### config.mk
export PLATFORM = sky130hd
export DESIGN_NAME = cfgport_top
export DESIGN_NICKNAME = d
export VERILOG_FILES = /design/src/rtl/cfgport_pkg.sv /design/src/rtl/cfg_sync.sv /design/src/rtl/cfg_serial_rx.sv /design/src/rtl/cfg_regbank.sv /design/src/rtl/cfgport_top.sv
export SDC_FILE = /design/constraint.sdc
export NUM_CORES = 1
export LEC_CHECK = 0
export BUFFER_PORTS_ARGS = -buffer_cell sky130_fd_sc_hd__clkbuf_2
export CORE_MARGIN = 2
export CORE_UTILIZATION = 30
export CTS_BUF_LIST = sky130_fd_sc_hd__clkbuf_8
export DETAILED_ROUTE_END_ITERATION = 8
export PLACE_DENSITY = 0.59
export SLEW_MARGIN = 20
export SYNTH_ARGS = -nofsm -noshare
export SYNTH_HDL_FRONTEND = slang
export SYNTH_SLANG_ARGS = --single-unit
### constraint.sdc
create_clock -name clk -period 2.85 [get_ports clk]
set_input_delay 0.4275 -clock clk [delete_from_list [all_inputs] [get_ports clk]]
set_output_delay 0.4275 -clock clk [all_outputs]
set_load 0.005 [all_outputs]
### src/rtl/cfgport_pkg.sv
package cfgport_pkg;
    localparam int ADDR_W     = 8;
    localparam int DATA_W     = 16;
    localparam int FRAME_BITS = ADDR_W + DATA_W;
    localparam int CNT_W      = $clog2(FRAME_BITS + 1) + 1;
    localparam int NUM_REGS   = 7;
    localparam int MODE_W     = 10;

    typedef enum logic [ADDR_W-1:0] {
        A_BIAS   = 8'd0,
        A_MODE   = 8'd1,
        A_ITIME  = 8'd2,
        A_COL    = 8'd3,
        A_ROW    = 8'd4,
        A_WIDTH  = 8'd5,
        A_HEIGHT = 8'd6
    } reg_addr_e;

    function automatic int reg_width(input int idx);
        return (idx == int'(A_MODE)) ? MODE_W : DATA_W;
    endfunction

    function automatic int reg_offset(input int idx);
        int off = 0;
        for (int k = 0; k < idx; k++) off += reg_width(k);
        return off;
    endfunction

    localparam int BANK_W = reg_offset(NUM_REGS);

    function automatic logic [DATA_W-1:0] reg_default(input int idx);
        case (idx)
            int'(A_BIAS):   return 16'h0800;
            int'(A_MODE):   return 16'h03C9;
            int'(A_ITIME):  return 16'd1000;
            int'(A_WIDTH):  return 16'd1280;
            int'(A_HEIGHT): return 16'd1024;
            default:        return 16'h0000;
        endcase
    endfunction

    function automatic logic [BANK_W-1:0] default_bank();
        logic [BANK_W-1:0] v = '0;
        for (int k = 0; k < NUM_REGS; k++)
            for (int b = 0; b < reg_width(k); b++)
                v[reg_offset(k) + b] = reg_default(k)[b];
        return v;
    endfunction
endpackage

### src/rtl/cfg_sync.sv
module cfg_sync #(
    parameter int WIDTH  = 3,
    parameter int STAGES = 2
) (
    input  logic             clk,
    input  logic             rst,
    input  logic [WIDTH-1:0] din,
    output logic [WIDTH-1:0] dout
);
    logic [WIDTH-1:0] stage [STAGES];

    always_ff @(posedge clk) begin
        if (rst) begin
            for (int s = 0; s < STAGES; s++) stage[s] <= '0;
        end else begin
            stage[0] <= din;
            for (int s = 1; s < STAGES; s++) stage[s] <= stage[s-1];
        end
    end

    assign dout = stage[STAGES-1];
endmodule

### src/rtl/cfg_serial_rx.sv
module cfg_serial_rx
    import cfgport_pkg::*;
(
    input  logic              clk,
    input  logic              rst,
    input  logic              s_clk,
    input  logic              s_dat,
    input  logic              s_load,
    output logic              wr_en,
    output logic [ADDR_W-1:0] wr_addr,
    output logic [DATA_W-1:0] wr_data
);
    localparam logic [CNT_W-1:0] CNT_MAX  = '1;
    localparam logic [CNT_W-1:0] CNT_GOOD = CNT_W'(FRAME_BITS);

    logic                  sclk_q, load_q;
    logic                  sclk_rise, load_rise, load_fall;
    logic [CNT_W-1:0]      bit_cnt;
    logic [FRAME_BITS-1:0] shreg;

    assign sclk_rise = s_clk & ~sclk_q;
    assign load_rise = s_load & ~load_q;
    assign load_fall = ~s_load & load_q;

    always_ff @(posedge clk) begin
        if (rst) begin
            sclk_q  <= 1'b0;
            load_q  <= 1'b0;
            bit_cnt <= '0;
            shreg   <= '0;
            wr_en   <= 1'b0;
        end else begin
            sclk_q <= s_clk;
            load_q <= s_load;
            wr_en  <= load_fall && (bit_cnt == CNT_GOOD);
            if (load_rise) begin
                bit_cnt <= '0;
            end else if (s_load && sclk_rise) begin
                shreg <= {shreg[FRAME_BITS-2:0], s_dat};
                if (bit_cnt != CNT_MAX) bit_cnt <= bit_cnt + 1'b1;
            end
        end
    end

    assign wr_addr = shreg[FRAME_BITS-1 -: ADDR_W];
    assign wr_data = shreg[DATA_W-1:0];
endmodule

### src/rtl/cfg_regbank.sv
module cfg_regbank
    import cfgport_pkg::*;
(
    input  logic              clk,
    input  logic              rst,
    input  logic              wr_en,
    input  logic [ADDR_W-1:0] wr_addr,
    input  logic [DATA_W-1:0] wr_data,
    input  logic              frame_tick,
    output logic [BANK_W-1:0] shadow_flat,
    output logic [BANK_W-1:0] active_flat
);
    for (genvar i = 0; i < NUM_REGS; i++) begin : g_reg
        localparam int W   = reg_width(i);
        localparam int OFF = reg_offset(i);
        localparam logic [W-1:0] DEF = reg_default(i)[W-1:0];

        logic [W-1:0] shadow_q, active_q;
        logic         pending_q;
        logic         hit;

        assign hit = wr_en && (wr_addr == ADDR_W'(i));

        always_ff @(posedge clk) begin
            if (rst) begin
                shadow_q  <= DEF;
                active_q  <= DEF;
                pending_q <= 1'b0;
            end else begin
                if (frame_tick && pending_q) active_q <= shadow_q;
                if (hit) shadow_q <= wr_data[W-1:0];
                pending_q <= hit | (pending_q & ~frame_tick);
            end
        end

        assign shadow_flat[OFF +: W] = shadow_q;
        assign active_flat[OFF +: W] = active_q;
    end
endmodule

### src/rtl/cfgport_top.sv
module cfgport_top
    import cfgport_pkg::*;
(
    input  logic        clk,
    input  logic        rst,
    input  logic        sclk,
    input  logic        sdata,
    input  logic        sload,
    input  logic        frame_tick,
    output logic [15:0] bias_code,
    output logic [1:0]  gain_sel,
    output logic [1:0]  out_mode,
    output logic        scan_h_rev,
    output logic        scan_v_rev,
    output logic [3:0]  sync_en,
    output logic [15:0] int_time,
    output logic [15:0] win_col,
    output logic [15:0] win_row,
    output logic [15:0] win_width,
    output logic [15:0] win_height
);
    localparam int OFF_MODE = reg_offset(int'(A_MODE));

    logic [2:0]        sync_out;
    logic              wr_en;
    logic [ADDR_W-1:0] wr_addr;
    logic [DATA_W-1:0] wr_data;
    logic [BANK_W-1:0] shadow_flat;
    logic [BANK_W-1:0] active_flat;

    cfg_sync #(.WIDTH(3), .STAGES(2)) u_sync (
        .clk  (clk),
        .rst  (rst),
        .din  ({sload, sdata, sclk}),
        .dout (sync_out)
    );

    cfg_serial_rx u_rx (
        .clk     (clk),
        .rst     (rst),
        .s_clk   (sync_out[0]),
        .s_dat   (sync_out[1]),
        .s_load  (sync_out[2]),
        .wr_en   (wr_en),
        .wr_addr (wr_addr),
        .wr_data (wr_data)
    );

    cfg_regbank u_bank (
        .clk         (clk),
        .rst         (rst),
        .wr_en       (wr_en),
        .wr_addr     (wr_addr),
        .wr_data     (wr_data),
        .frame_tick  (frame_tick),
        .shadow_flat (shadow_flat),
        .active_flat (active_flat)
    );

    assign bias_code  = active_flat[reg_offset(int'(A_BIAS))   +: DATA_W];
    assign int_time   = active_flat[reg_offset(int'(A_ITIME))  +: DATA_W];
    assign win_col    = active_flat[reg_offset(int'(A_COL))    +: DATA_W];
    assign win_row    = active_flat[reg_offset(int'(A_ROW))    +: DATA_W];
    assign win_width  = active_flat[reg_offset(int'(A_WIDTH))  +: DATA_W];
    assign win_height = active_flat[reg_offset(int'(A_HEIGHT)) +: DATA_W];
    assign gain_sel   = active_flat[OFF_MODE     +: 2];
    assign out_mode   = active_flat[OFF_MODE + 2 +: 2];
    assign scan_h_rev = active_flat[OFF_MODE + 4];
    assign scan_v_rev = active_flat[OFF_MODE + 5];
    assign sync_en    = active_flat[OFF_MODE + 6 +: 4];
endmodule

# Word-level counts from Yosys, hierarchy flattened
# Memories as Yosys holds them, arrays and structs flattened.
# Index checks and enable logic that the tools add are counted.
[word_totals] inputBits=6 output_inout_bits=106 ff_bits=252 word_cells=85 n_memories=1 mem_bits_rw=6
[op_classes] add_sub_neg=1 n_reduce_logical=20 eq_ne=8 bitwise_logic=24 muxes=5
[mem_list] name="u_sync.stage" words=2 width=3 rd=2 rd_clocked_by_memory_dff=0 wr=2 line_no="cfg_sync.sv:10" rtl="logic [WIDTH-1:0] stage [STAGES];"
[op_table] op="$eq A8 B3 Y1 const B" count=3
[op_table] op="$eq A8 B2 Y1 const B" count=2
[op_table] op="$logic_and A1 B1 Y1" count=16
[op_table] op="$and A1 B1 Y1" count=10
[op_table] op="$or A1 B1 Y1" count=9
[op_table] op="$eq A8 B1 Y1 const B" count=1
[op_table] op="$logic_not A8 Y1" count=1
[op_table] op="$add A6 B1 Y6 const B" count=1
[op_table] op="$eq A6 B5 Y1 const B" count=1
[op_table] op="$mux W3" count=2
[op_table] op="$ne A6 B6 Y1 const B" count=1
[op_table] op="$not A1 Y1" count=5
[op_table] op="$reduce_and A2 Y1" count=2
[op_table] op="$mux W1" count=3
[op_table] op="$reduce_or A2 Y1" count=1

# Depth between registers and ports, before layout
[logic_depth] word_depth=4 ltp_mapped=6 depth_no_buf=4

# Modules after synthesis
# A second synthesis with hierarchy kept.
[unflattened] cells_unflattened=1040 hier_area_um2=9686.8
[by_module_without_submodules] module="cfg_regbank" n_inst=1 seq_area_each_um2=4384.2 cells_per_inst=874 area_each_um2=8165.3
[by_module_without_submodules] module="cfg_serial_rx" n_inst=1 seq_area_each_um2=660.6 cells_per_inst=151 area_each_um2=1341.3
[by_module_without_submodules] module="cfg_sync" n_inst=1 seq_area_each_um2=120.1 cells_per_inst=15 area_each_um2=180.2

# Least setup slack after synthesis
# OpenSTA, ideal clock, no wires.
[synth_path] path_type="input to register" startpoint="input port rst" endpoint="register u_bank.g_reg[2].active_q[11]" t_arrival_ps=1283 path_stages=4 n_path_buf=3 required_ps=2718 setup_ps=132 path_slack_ps=1435 cell_sequence="clkbuf_1 > clkbuf_1 > buf_1 > a21oi_1"
[synth_rtl] item="from (decl)" line_no="cfgport_top.sv:5" rtl="input logic rst,"
[synth_rtl] item="to (signal assigned)" line_no="cfg_regbank.sv:30" rtl="if (frame_tick && pending_q) active_q <= shadow_q;"
[synth_rtl] item="to (decl)" line_no="cfg_regbank.sv:18" rtl="logic [W-1:0] shadow_q, active_q;"
# No word-level cell between the ends.

# Worst setup path in the final report
[layout_path] startpoint="register u_rx.wr_en" endpoint="register u_bank.g_reg[0].shadow_q[15]"
[layout_between] elab_chain_len=1
[layout_rtl] item="from (decl)" line_no="cfg_serial_rx.sv:9" rtl="output logic wr_en,"
[layout_rtl] item="from (signal assigned)" line_no="cfg_serial_rx.sv:35" rtl="wr_en <= load_fall && (bit_cnt == CNT_GOOD);"
[layout_rtl] item="$logic_and A1 B1 Y1" line_no="cfg_regbank.sv:22" rtl="assign hit = wr_en && (wr_addr == ADDR_W'(i));"
[layout_rtl] item="to (signal assigned)" line_no="cfg_regbank.sv:31" rtl="if (hit) shadow_q <= wr_data[W-1:0];"
[layout_rtl] item="to (decl)" line_no="cfg_regbank.sv:18"
# No other way between the ends.
# A chain may end at the register's enable or synchronous reset.

==> results.json <==
{
  "cts_setup_buffers": 0,
  "synth_top_area_share_pct": 55.4,
  "synth_top_family_by_area": "simple AND/OR/NAND/NOR gates",
  "synth.distinct_cells": 36,
  "antenna_found_initial": 0,
  "slew_violations": 0,
  "clock_skew_ps": 14.8,
  "vias": 7191,
  "vdd_drop_max_uv": 329,
  "setup_ws_ps": 1020,
  "ys_seq_area_share_pct": 55.4,
  "post_cts_resized": 0,
  "avgSynthCellArea_um2": 8.90,
  "diodes": 0,
  "io_buffers": 111,
  "first_iter_violations": 465,
  "num-nets-final": 1151,
  "synth-simple-area-share_pct": 21.3,
  "grt_start_max_net_pins": 73,
  "gp_congestion": 0.782,
  "finalWirelength_mm": 23.9,
  "rsz0062_at_grt": "false",
  "status": "finished, final reports clean",
  "swShare_pct": 21.7,
  "clk_pin_slew_ps": 60,
  "drive_gt1_share_pct": 16.1,
  "synth_fa_ha_area_share_pct": 0.269,
  "startpoint": "u_rx.wr_en",
  "p_sw_mw": 1.52,
  "synthesis.area_mm2": 0.00932,
  "synth.area.top_cells": "dfxtp_1 (55%), nand2_1 (15%), mux2i_1 (12%)",
  "grt_overflow": 0,
  "final.period_utilization_pct": 64.2,
  "ctsHoldBuffers": 0,
  "synthToLayoutAreaGrowth_pct": 17.8,
  "p_leak_nw": 4.58,
  "ant_nets": 0,
  "first_pass_iters": 4,
  "max_freq_ghz": 0.547,
  "finalSetupTns_ps": 0,
  "grt_use_total_pct": 14.4,
  "cts.path.max_buffers": 3,
  "vias_per_cell": 4.59,
  "clockRootBuffer": "clkbuf_8",
  "wire_per_inst_um": 15.3,
  "path_max_fanout": 12,
  "dp_slack_ps": 824,
  "hold_path_class": "in -> reg",
  "ys_warn_count": 0,
  "r2r_setup_slack_ps": 1020,
  "multiInputGateArea_mm2": 0.00377,
  "crit_type": "reg -> reg",
  "final_common_cell": "nand2_1",
  "place_hpwl_mm": 16.0,
  "drv_cap": 0,
  "cp-endpoint": "u_bank.g_reg[0].shadow_q[15]",
  "critPathRequiredTime_ps": 3310,
  "grt_pass1_wl_mm": 37.9,
  "fp.dieH_um": 180,
  "finalSetupViolCount": 0,
  "fp-row-count": 64,
  "die_x_um": 180,
  "clock-sinks": 258,
  "yosysTopAreaCell": "dfxtp_1",
  "ys_seq_elements": 258,
  "grt_pass1_vias": 6965,
  "regArea_mm2": 0.00516,
  "r2r_end": "u_bank.g_reg[0].shadow_q[15]",
  "initial_core_util_pct": 30.5,
  "r2r_cells": 3,
  "r2r_start": "u_rx.wr_en",
  "start_kind": "flop",
  "synth_compound_area_share_pct": 7.35,
  "layout_common_cells": "nand2_1 (364), dfxtp_1 (258), a21oi_1 (121), clkbuf_2 (110), mux2i_1 (108)",
  "syn_nets": 1055,
  "finalHoldViolCount": 0,
  "cts_max_level": 2,
  "cts_buffers": 43,
  "die_area_mm2": 0.0325,
  "maxSlewHeadroom_pct": 37.2,
  "coreArea_mm2": 0.0306,
  "nFillCells": 3172,
  "p_int_mw": 5.48,
  "tightest_slew_ps": 941,
  "syn_inst": 1047,
  "cts_tree": "built",
  "synth_xor_area_share_pct": 0,
  "p_comb_share_pct": 1.4,
  "synth_mux_area_share_pct": 11.6,
  "powerDensity_mw_per_mm2": 638,
  "drc": 0,
  "worstSkewPairLatency_ps": 550,
  "ios": 112,
  "p_seq_share_pct": 51.7,
  "p_total_mw": 7.00,
  "p_clk_share_pct": 46.9,
  "cp.arrival_ps": 2290,
  "cp-end-kind": "flop",
  "period_minus_slack_ps": 1830
}
[cell usage after synthesis (all sizes together)]
library cell / n
nor4: 2
o21a: 1
a211oi: 1
nand3: 36
a311oi: 2
nand2b: 7
clkbuf: 37
and4b: 2
nand3b: 1
dfxtp: 258
ha: 2
buf: 33
nand4b: 1
mux2i: 108
inv: 7
nor3b: 1
nor2: 28
and3: 5
a41oi: 2
and2: 7
and4: 2
a21boi: 1
a2111oi: 1
and3b: 3
nor3: 2
nor4b: 1
nand2: 364
a31oi: 2
a21oi: 121
nor2b: 9
[metal layers]
metal	wire (um)	track usage, %
met4	418	4.16
met2	11100	23.4
met5	0	0
met3	1090	3.05
met1	11400	19.2
[flip-flops by register name, indices dropped and copies added (netlist names)]
| register | count |
|---|---|
| u_bank.g.shadow_q | 106 |
| u_rx.load_q | 1 |
| u_rx.wr_en | 1 |
| u_bank.g.pending_q | 7 |
| u_rx.bit_cnt | 6 |
| u_rx.shreg | 24 |
| u_rx.sclk_q | 1 |
| u_bank.g.active_q | 106 |
| u_sync.stage | 6 |
[stage by stage]
stage               area (um2)  instances  hold WS, ps  utilization [%]
finish                   11000       1566          100             35.9
floorplan                 9320       1047          414                -
global route             11000       1566          105             35.9
global placement         10100       1494          416             33.0
detailed placement       10100       1494          426             33.0
CTS                      11000       1566         65.3             35.9
[power groups by stage]
stage	Clock, mW	Sequential [mW]	Combinational [mW]
global placement	0	3.69	0.0974
global route	3.55	3.61	0.107
detailed placement	0	3.69	0.0981
finish	3.29	3.62	0.0968
CTS	3.40	3.61	0.0981
floorplan	0	3.69	0.0705
[worst min path at each step]
stage,endpoint,slack [ps],depth (start not counted),startpoint
after floorplan,u_sync.stage[0][3],410,1,u_sync.stage[0][0]
after global placement,u_sync.stage[0][3],420,1,u_sync.stage[0][0]
after detailed placement,u_sync.stage[0][5],430,1,u_sync.stage[0][2]
after CTS,u_sync.stage[0][0],70,2,sclk
after global routing,u_sync.stage[0][2],110,2,sload
final,u_sync.stage[0][0],100,2,sclk
[kinds of logic after synthesis]
group / count (synthesis)
multiplexers: 108
buffers and inverters: 77
adder cells (fa/ha/maj): 2
AND/OR/NAND/NOR: 471
flip-flops: 258
AO/OA/AOI/OAI: 131
[worst max-delay path, cell delays in order, from the launching register on]
cell	delay (ps)
dfxtp_1	410
nor3b_1	360
and3_1	700
mux2i_1	270
[cell type report]
class,instances,area share [%]
flip-flops and latches,258,47.1
multi-input cells,712,34.4
clock buffers,56,7.02
repair buffers,121,5.77
well taps,396,4.52
clock inverters,16,0.981
inverters,7,0.251
Note: power is estimated with default switching activity, not from simulation.
